$ cat src/rtl/lsa_pkg.sv
package lsa_pkg;
  localparam logic [1:0] SZ_BYTE = 2'd0;
  localparam logic [1:0] SZ_HALF = 2'd1;

  function automatic logic sz_is_byte(input logic [1:0] sz);
    return sz == SZ_BYTE;
  endfunction

  function automatic logic sz_is_half(input logic [1:0] sz);
    return sz == SZ_HALF;
  endfunction
endpackage

$ cat src/rtl/lsa_lane_sel.sv
// Maps a byte offset to a bus lane and a halfword offset to a lane pair.
module lsa_lane_sel #(
  parameter int LANES = 4,
  localparam int OFS_W = $clog2(LANES),
  localparam int HIX_W = (OFS_W > 1) ? OFS_W - 1 : 1
) (
  input  logic             big,
  input  logic [OFS_W-1:0] ofs,
  output logic [OFS_W-1:0] byte_lane,
  output logic [HIX_W-1:0] half_idx
);
  always_comb begin
    if (big) begin
      byte_lane = OFS_W'(LANES - 1) - ofs;
      half_idx  = HIX_W'(LANES / 2 - 1) - ofs[OFS_W-1:1];
    end else begin
      byte_lane = ofs;
      half_idx  = ofs[OFS_W-1:1];
    end
  end
endmodule

$ cat src/rtl/lsa_store_path.sv
// Replicates the stored value across lanes and builds lane enables.
module lsa_store_path
  import lsa_pkg::*;
#(
  parameter int DATA_W = 32,
  parameter int LANE_W = 8,
  localparam int LANES = DATA_W / LANE_W,
  localparam int OFS_W = $clog2(LANES),
  localparam int HIX_W = (OFS_W > 1) ? OFS_W - 1 : 1
) (
  input  logic [1:0]        size,
  input  logic [DATA_W-1:0] value,
  input  logic [OFS_W-1:0]  byte_lane,
  input  logic [HIX_W-1:0]  half_idx,
  output logic [DATA_W-1:0] wdata,
  output logic [LANES-1:0]  be
);
  for (genvar i = 0; i < LANES; i++) begin : g_lane
    always_comb begin
      if (sz_is_byte(size)) begin
        wdata[i*LANE_W +: LANE_W] = value[LANE_W-1:0];
        be[i] = (byte_lane == OFS_W'(i));
      end else if (sz_is_half(size)) begin
        wdata[i*LANE_W +: LANE_W] = value[(i%2)*LANE_W +: LANE_W];
        be[i] = (half_idx == HIX_W'(i / 2));
      end else begin
        wdata[i*LANE_W +: LANE_W] = value[i*LANE_W +: LANE_W];
        be[i] = 1'b1;
      end
    end
  end
endmodule

$ cat src/rtl/lsa_load_path.sv
// Extracts the addressed byte or halfword and extends it.
module lsa_load_path
  import lsa_pkg::*;
#(
  parameter int DATA_W = 32,
  parameter int LANE_W = 8,
  localparam int LANES = DATA_W / LANE_W,
  localparam int OFS_W = $clog2(LANES),
  localparam int HIX_W = (OFS_W > 1) ? OFS_W - 1 : 1,
  localparam int HALF_W = 2 * LANE_W
) (
  input  logic [1:0]        size,
  input  logic              sgn,
  input  logic [DATA_W-1:0] rd_word,
  input  logic [OFS_W-1:0]  byte_lane,
  input  logic [HIX_W-1:0]  half_idx,
  output logic [DATA_W-1:0] result
);
  logic [LANE_W-1:0] sel_byte;
  logic [HALF_W-1:0] sel_half;
  logic              fill;

  always_comb begin
    sel_byte = rd_word[int'(byte_lane)*LANE_W +: LANE_W];
    sel_half = rd_word[int'(half_idx)*HALF_W +: HALF_W];
    if (sz_is_byte(size)) begin
      fill   = sgn & sel_byte[LANE_W-1];
      result = {{(DATA_W-LANE_W){fill}}, sel_byte};
    end else if (sz_is_half(size)) begin
      fill   = sgn & sel_half[HALF_W-1];
      result = {{(DATA_W-HALF_W){fill}}, sel_half};
    end else begin
      fill   = 1'b0;
      result = rd_word;
    end
  end
endmodule

$ cat src/rtl/lsa_aligner.sv
module lsa_aligner
  import lsa_pkg::*;
#(
  parameter int DATA_W = 32,
  parameter int LANE_W = 8,
  localparam int LANES = DATA_W / LANE_W,
  localparam int OFS_W = $clog2(LANES),
  localparam int HIX_W = (OFS_W > 1) ? OFS_W - 1 : 1
) (
  input  logic              clk,
  input  logic              rst_n,
  input  logic              big_endian,
  input  logic              st_req,
  input  logic [1:0]        st_size,
  input  logic [OFS_W-1:0]  st_addr,
  input  logic [DATA_W-1:0] st_value,
  output logic [DATA_W-1:0] wr_data,
  output logic [LANES-1:0]  wr_be,
  input  logic              ld_req,
  input  logic [1:0]        ld_size,
  input  logic [OFS_W-1:0]  ld_addr,
  input  logic              ld_signed,
  input  logic [DATA_W-1:0] rd_word,
  output logic [DATA_W-1:0] ld_data
);
  // Reset: asserted asynchronously, released on the clock.
  logic [1:0] rst_sync_q;
  logic       rst_int_n;

  always_ff @(posedge clk or negedge rst_n) begin
    if (!rst_n) rst_sync_q <= 2'b00;
    else        rst_sync_q <= {rst_sync_q[0], 1'b1};
  end
  assign rst_int_n = rst_sync_q[1];

  // Store side.
  logic [OFS_W-1:0]  st_lane;
  logic [HIX_W-1:0]  st_hidx;
  logic [DATA_W-1:0] st_wdata;
  logic [LANES-1:0]  st_be;

  lsa_lane_sel #(.LANES(LANES)) u_st_sel (
    .big(big_endian), .ofs(st_addr), .byte_lane(st_lane), .half_idx(st_hidx)
  );

  lsa_store_path #(.DATA_W(DATA_W), .LANE_W(LANE_W)) u_st (
    .size(st_size), .value(st_value), .byte_lane(st_lane),
    .half_idx(st_hidx), .wdata(st_wdata), .be(st_be)
  );

  // Load side.
  logic [OFS_W-1:0]  ld_lane;
  logic [HIX_W-1:0]  ld_hidx;
  logic [DATA_W-1:0] ld_result;

  lsa_lane_sel #(.LANES(LANES)) u_ld_sel (
    .big(big_endian), .ofs(ld_addr), .byte_lane(ld_lane), .half_idx(ld_hidx)
  );

  lsa_load_path #(.DATA_W(DATA_W), .LANE_W(LANE_W)) u_ld (
    .size(ld_size), .sgn(ld_signed), .rd_word(rd_word),
    .byte_lane(ld_lane), .half_idx(ld_hidx), .result(ld_result)
  );

  // Output registers: next-state logic.
  logic [DATA_W-1:0] wr_data_d, ld_data_d;
  logic [LANES-1:0]  wr_be_d;

  always_comb begin
    wr_data_d = wr_data;
    wr_be_d   = '0;
    ld_data_d = ld_data;
    if (st_req) begin
      wr_data_d = st_wdata;
      wr_be_d   = st_be;
    end
    if (ld_req) ld_data_d = ld_result;
  end

  always_ff @(posedge clk or negedge rst_int_n) begin
    if (!rst_int_n) begin
      wr_data <= '0;
      wr_be   <= '0;
      ld_data <= '0;
    end else begin
      wr_data <= wr_data_d;
      wr_be   <= wr_be_d;
      ld_data <= ld_data_d;
    end
  end

  // Checks on the registered outputs.
  a_r1_ubyte_zero: assert property (@(posedge clk) disable iff (!rst_int_n)
    ld_req && sz_is_byte(ld_size) && !ld_signed |=> ld_data[DATA_W-1:LANE_W] == '0);
  a_r3_sbyte_fill: assert property (@(posedge clk) disable iff (!rst_int_n)
    ld_req && sz_is_byte(ld_size) && ld_signed
    |=> ld_data[DATA_W-1:LANE_W] == {(DATA_W-LANE_W){ld_data[LANE_W-1]}});
  a_r4_shalf_fill: assert property (@(posedge clk) disable iff (!rst_int_n)
    ld_req && sz_is_half(ld_size) && ld_signed
    |=> ld_data[DATA_W-1:2*LANE_W] == {(DATA_W-2*LANE_W){ld_data[2*LANE_W-1]}});
  a_r5_byte_one_lane: assert property (@(posedge clk) disable iff (!rst_int_n)
    st_req && sz_is_byte(st_size)
    |=> $countones(wr_be) == 1 && wr_data[LANE_W-1:0] == wr_data[DATA_W-1 -: LANE_W]);
  a_r6_half_two_lanes: assert property (@(posedge clk) disable iff (!rst_int_n)
    st_req && sz_is_half(st_size) |=> $countones(wr_be) == 2);
  a_r7_word_all_lanes: assert property (@(posedge clk) disable iff (!rst_int_n)
    st_req && !sz_is_byte(st_size) && !sz_is_half(st_size) |=> &wr_be);
  a_r9_be_top_lane: assert property (@(posedge clk) disable iff (!rst_int_n)
    st_req && sz_is_byte(st_size) && big_endian && st_addr == '0 |=> wr_be[LANES-1]);
  a_r11_idle_no_write: assert property (@(posedge clk) disable iff (!rst_int_n)
    !st_req |=> wr_be == '0);
  a_r11_load_hold: assert property (@(posedge clk) disable iff (!rst_int_n)
    !ld_req |=> $stable(ld_data));
endmodule

$ cat config.mk
export PLATFORM = sky130hd
export DESIGN_NAME = lsa_aligner
export DESIGN_NICKNAME = d
export VERILOG_FILES = /design/src/rtl/lsa_pkg.sv /design/src/rtl/lsa_lane_sel.sv /design/src/rtl/lsa_store_path.sv /design/src/rtl/lsa_load_path.sv /design/src/rtl/lsa_aligner.sv
export SDC_FILE = /design/constraint.sdc
export NUM_CORES = 1
export LEC_CHECK = 0
export BUFFER_PORTS_ARGS = -buffer_cell sky130_fd_sc_hd__buf_2
export CAP_MARGIN = 20
export CORE_MARGIN = 2
export CORE_UTILIZATION = 45
export CTS_CLUSTER_DIAMETER = 40
export CTS_CLUSTER_SIZE = 12
export DETAILED_ROUTE_END_ITERATION = 6
export PLACE_DENSITY = 0.8
export SLEW_MARGIN = 25
export SYNTH_ARGS = -nofsm -noshare
export SYNTH_HDL_FRONTEND = slang
export SYNTH_HIERARCHICAL = 1
export SYNTH_SLANG_ARGS = --single-unit
$ cat constraint.sdc
create_clock -name clk -period 4.1 [get_ports clk]
set_input_delay 0.205 -clock clk [delete_from_list [all_inputs] [get_ports clk]]
set_output_delay 0.205 -clock clk [all_outputs]
set_load 0.02 [all_outputs]
### Yosys cells after proc, flatten, opt, wreduce, memory -nomap -nowiden

Cells that the tools add are included.

* memory bits (read-only): 0
* memories kept: 0
* bits in latches: 0
* flip-flop bits (word level): 70
* bits in writable memories: 0

* mux-type cells: 18
* reductions and logical operators: 3
* div/mod/pow operators: 0
* shifts and indexed selects: 2
* multipliers: 0
* bitwise gates (word level): 3
* equal/unequal tests: 5
* order comparisons: 0
* add/subtract/negate cells: 4

Operators with widths (count)
* $mux W32: 2
* $mux W8: 5
* $shiftx A32 B6 Y16: 1
* $shiftx A32 B6 Y8: 1
* $mux W1: 8
* $eq A2 B1 Y1 const B: 3
* $logic_not A2 Y1: 3
* $eq A2 B2 Y1 const B: 2
* $mux W2: 2
* $mux W4: 1
* $sub A2 B2 Y2 const A: 2
* $and A1 B1 Y1: 2
* $sub A1 B1 Y1 const A: 2
* $not A1 Y1: 1

### Logic depth before layout (Yosys ltp)

* word-level depth: 6
* gate-level depth with buffers: 8

### By module

Netlist, hierarchy kept.

By module, submodules not included
* lsa_aligner: times used 1, area each 2819.0 um^2, cells an instance 147
* lsa_load_path: times used 1, area each 714.4 um^2, cells an instance 118
* lsa_store_path: times used 1, area each 524.3 um^2, cells an instance 62
* lsa_lane_sel: times used 2, area each 25.0 um^2, cells an instance 3

### Worst setup path after synthesis

OpenSTA, ideal clock, no wires.

* path type: in2reg
* start point: input port big_endian
* end point: register ld_data[21]
* arrival: 1.731 ns
* buffers on the path: 3
* slack: 2.244 ns
* stages on the path: 8
* cells stage by stage: xor2_1 -> buf_4 -> clkbuf_2 -> mux4_2 -> nor2_4 -> buf_6 -> o21ai_1 -> mux2_4

* elaborated cells on any way between the ends: 8
* classes of those cells: 2 x shift; 4 x mux; 2 x bitwise

RTL lines
* start: declaration: line lsa_aligner.sv:12 `input logic big_endian,`
* $mux W2: line lsa_lane_sel.sv:13 `if (big) begin`
* named net ld_lane[1]: line lsa_aligner.sv:52 `logic [OFS_W-1:0] ld_lane;`
* $shiftx A32 B6 Y8: line lsa_load_path.sv:24 `sel_byte = rd_word[int'(byte_lane)*LANE_W +: LANE_W];`
* $and A1 B1 Y1: line lsa_load_path.sv:27 `fill = sgn & sel_byte[LANE_W-1];`
* $mux W32: line lsa_load_path.sv:26 `if (sz_is_byte(size)) begin`
* named net ld_result[21]: line lsa_aligner.sv:54 `logic [DATA_W-1:0] ld_result;`
* end signal: assignment: line lsa_aligner.sv:88 `ld_data <= ld_data_d;`
* end: declaration: line lsa_aligner.sv:24 `output logic [DATA_W-1:0] ld_data`

The timed path passes the listed nets, and every way through them passes these cells.
A chain may end at the register's enable or synchronous reset.

### Worst setup path in the final report

* start point: input port big_endian
* end point: register ld_data[16]

The elaborated chain is that of the path after synthesis.

==> results.toml <==
[global_routing]
grt_pass1_wl_um = 15700
grt_max_degree = 37
track_usage = 0.201
antenna_found_initial = 0
grt_pass1_vias = 3146
grt-ovfl-total = 0

[route]
wl_um = 9860
postRouteAntennaNets = 0
wire_per_inst_um = 17.3
drtIter0Drc = 159
drc = 0
vias = 3002
drtPass1Iterations = 4
vias_per_cell = 5.26

[cts]
clockRootBuffer = "clkbuf_8"
path_clk_slew_ns = 0.08
cts_tree = "done"
numCtsBuffers = 9
clk_path_buf_depth = 2
htreeDepth = 3
postCtsSetupBuffers = 0
clock_sinks = 70
clock_latency_ns = 0.34

[worst_setup_path]
arrival_ns = 2.16
crit_slowest_cell = "mux4_2"
startpoint = "big_endian"
r2r-end = "wr_be[0]"
path_depth = 7
path_class = "primary input to flip-flop"
cp_top_family = "multiplexers"
endpoint_kind = "flip-flop"
crit_chain = "buf_2 -> xor2_1 -> buf_4 -> mux4_2 -> nor2_4 -> o21ai_0 -> mux2_4"
crit_path_max_incr_delay_ns = 0.61
r2r_slack_ns = 2.85
endpoint = "ld_data[16]"
rr_worst_depth = 1
reg2reg_from = "rst_sync_q[1]"
worstPathMaxFanout = 16
required_ns = 4.31
cp_num_buf_inv = 2
worst_setup_path_start_kind = "primary input"

[layout]
final_cells = 571
fillers = 754
design_area_um2 = 4900
layout_common_cells = "145 x buf_2, 69 x dfrtp_1, 56 x mux2_4"
final_common_cell = "buf_2"
antenna_cells = 0
area_growth_pct = 19.2
fin_util = 0.556
drive_gt1_frac = 0.559
nNetsFinal = 536

[logic_synthesis]
avgSynthCellArea_um2 = 12.3
synth_top_area_share = 0.426
ys_types = 30
yosysSeqAreaShare = 0.426
synth_cells = 333
yosys_warnings = 6
ys_ff_latch = 70
synth_nets = 411
syn_area_um2 = 4110
yosys.area.top_type = "dfrtp_1"
synth_area_leaders = "dfrtp_1 43%, mux2_4 20%, mux2_2 6.9%"

[status]
outcome = "finished clean"

[floorplan]
core_um2 = 8810
die_x_um = 99.5
num_io_pins = 146
start_util = 0.466
die_area_um2 = 9910
fp-row-count = 34
die_y_um = 99.5

[placement]
place_area_um2 = 4690
placed_cells = 554
port-buffer-count = 145
dp_hpwl_um = 7250
place.gp.congestion = 0.917

[timing]
worstMarginPinSlew_ns = 1.03
hold_viol = 0
holdWs_ns = 0.150
rsz0062_at_grt = "false"
min_period_ns = 1.95
period_share = 0.475
slew_headroom = 0.312
setup_viol = 0
fin_skew_ns = 0.0102
clock.fmax_mhz = 513
slew_violations = 0
fin_tns_setup_ns = 0

[power_and_ir_drop]
leakage_nw = 2.48
ir_worst_vdd_v = 0.000154
pwr_density_cell_nw_per_um2 = 396

[flow_run]
maxCapViolations = 0

[hold_path]
min_path_type = "primary input to flip-flop"
## flip-flops by register name, indices dropped and copies added (netlist names)
| register | cells |
|---|---|
| ld_data | 32 |
| rst_sync_q | 2 |
| wr_be | 4 |
| wr_data | 32 |
## worst min-delay path by stage
stage           startpoint  slack [ns]       endpoint  depth (start not counted)
6_report       st_value[4]        0.15     wr_data[4]                          2
5_1_grt        st_value[2]        0.14     wr_data[2]                          2
4_1_cts        st_value[4]        0.13     wr_data[4]                          2
3_5_place_dp         rst_n      -0.004  rst_sync_q[0]                          1
3_3_place_gp         rst_n      -0.008  rst_sync_q[0]                          1
2_1_floorplan        rst_n       -0.09  rst_sync_q[0]                          0
## stage by stage
stage,total power (W),worst slack [ns]
floorplan,0.00125,2.01
global placement,0.00140,1.64
detailed placement,0.00142,1.60
CTS,0.00196,1.93
global route,0.00204,2.08
finish,0.00194,2.15
## layer usage
metal  part of all wire  vias up  global-route usage
met3              0.044       24              0.0288
met4              0.025        0              0.0927
met1               0.44     1443               0.268
met2               0.49      116               0.325
met5                  0        -                   0
li1                   -     1419                   -
## where the power goes
group,total [W],leakage [nW],switching (W),internal [W]
clock,0.000533,0.0950,0.000262,0.000271
sequential,0.000836,0.833,0.0000564,0.000779
combinational,0.000571,1.55,0.000301,0.000270
total,0.00194,2.48,0.000620,0.00132
## kinds of logic after synthesis
logic type	share of synthesized area
AO/OA/AOI/OAI	0.0685
AND/OR/NAND/NOR	0.0813
buffers and inverters	0.0777
flip-flops	0.426
XOR/XNOR	0.00853
other	0.000913
multiplexers	0.337
## area by class of cell
type | instances | area [um^2] | share of cell area
timing repair buffer | 149 | 758 | 0.155
clock buffer | 12 | 165 | 0.0337
inverter | 4 | 15.0 | 0.00307
multi-input combinational | 224 | 2040 | 0.417
tap | 108 | 135 | 0.0276
sequential | 70 | 1750 | 0.358
clock inverter | 4 | 28.8 | 0.00588
## cell usage after synthesis (all sizes together)
| cell | count |
|---|---|
| a21oi | 2 |
| nand2 | 54 |
| clkbuf | 7 |
| o21ai | 25 |
| nor2 | 11 |
| and3b | 1 |
| and2 | 4 |
| mux2 | 81 |
| or2 | 1 |
| dfrtp | 70 |
| conb | 1 |
| xor2 | 4 |
| mux2i | 8 |
| mux4 | 8 |
| a221oi | 1 |
| a221o | 4 |
| nand3b | 1 |
| a31oi | 15 |
| nor2b | 3 |
| buf | 28 |
| inv | 4 |
## repair_timing
action | CTS | global route
resized for setup | 0 | 0
hold buffers | 1 | 0
endpoints found under the hold margin | 2 | 0
No activity file was read; power rests on OpenSTA's default activity.
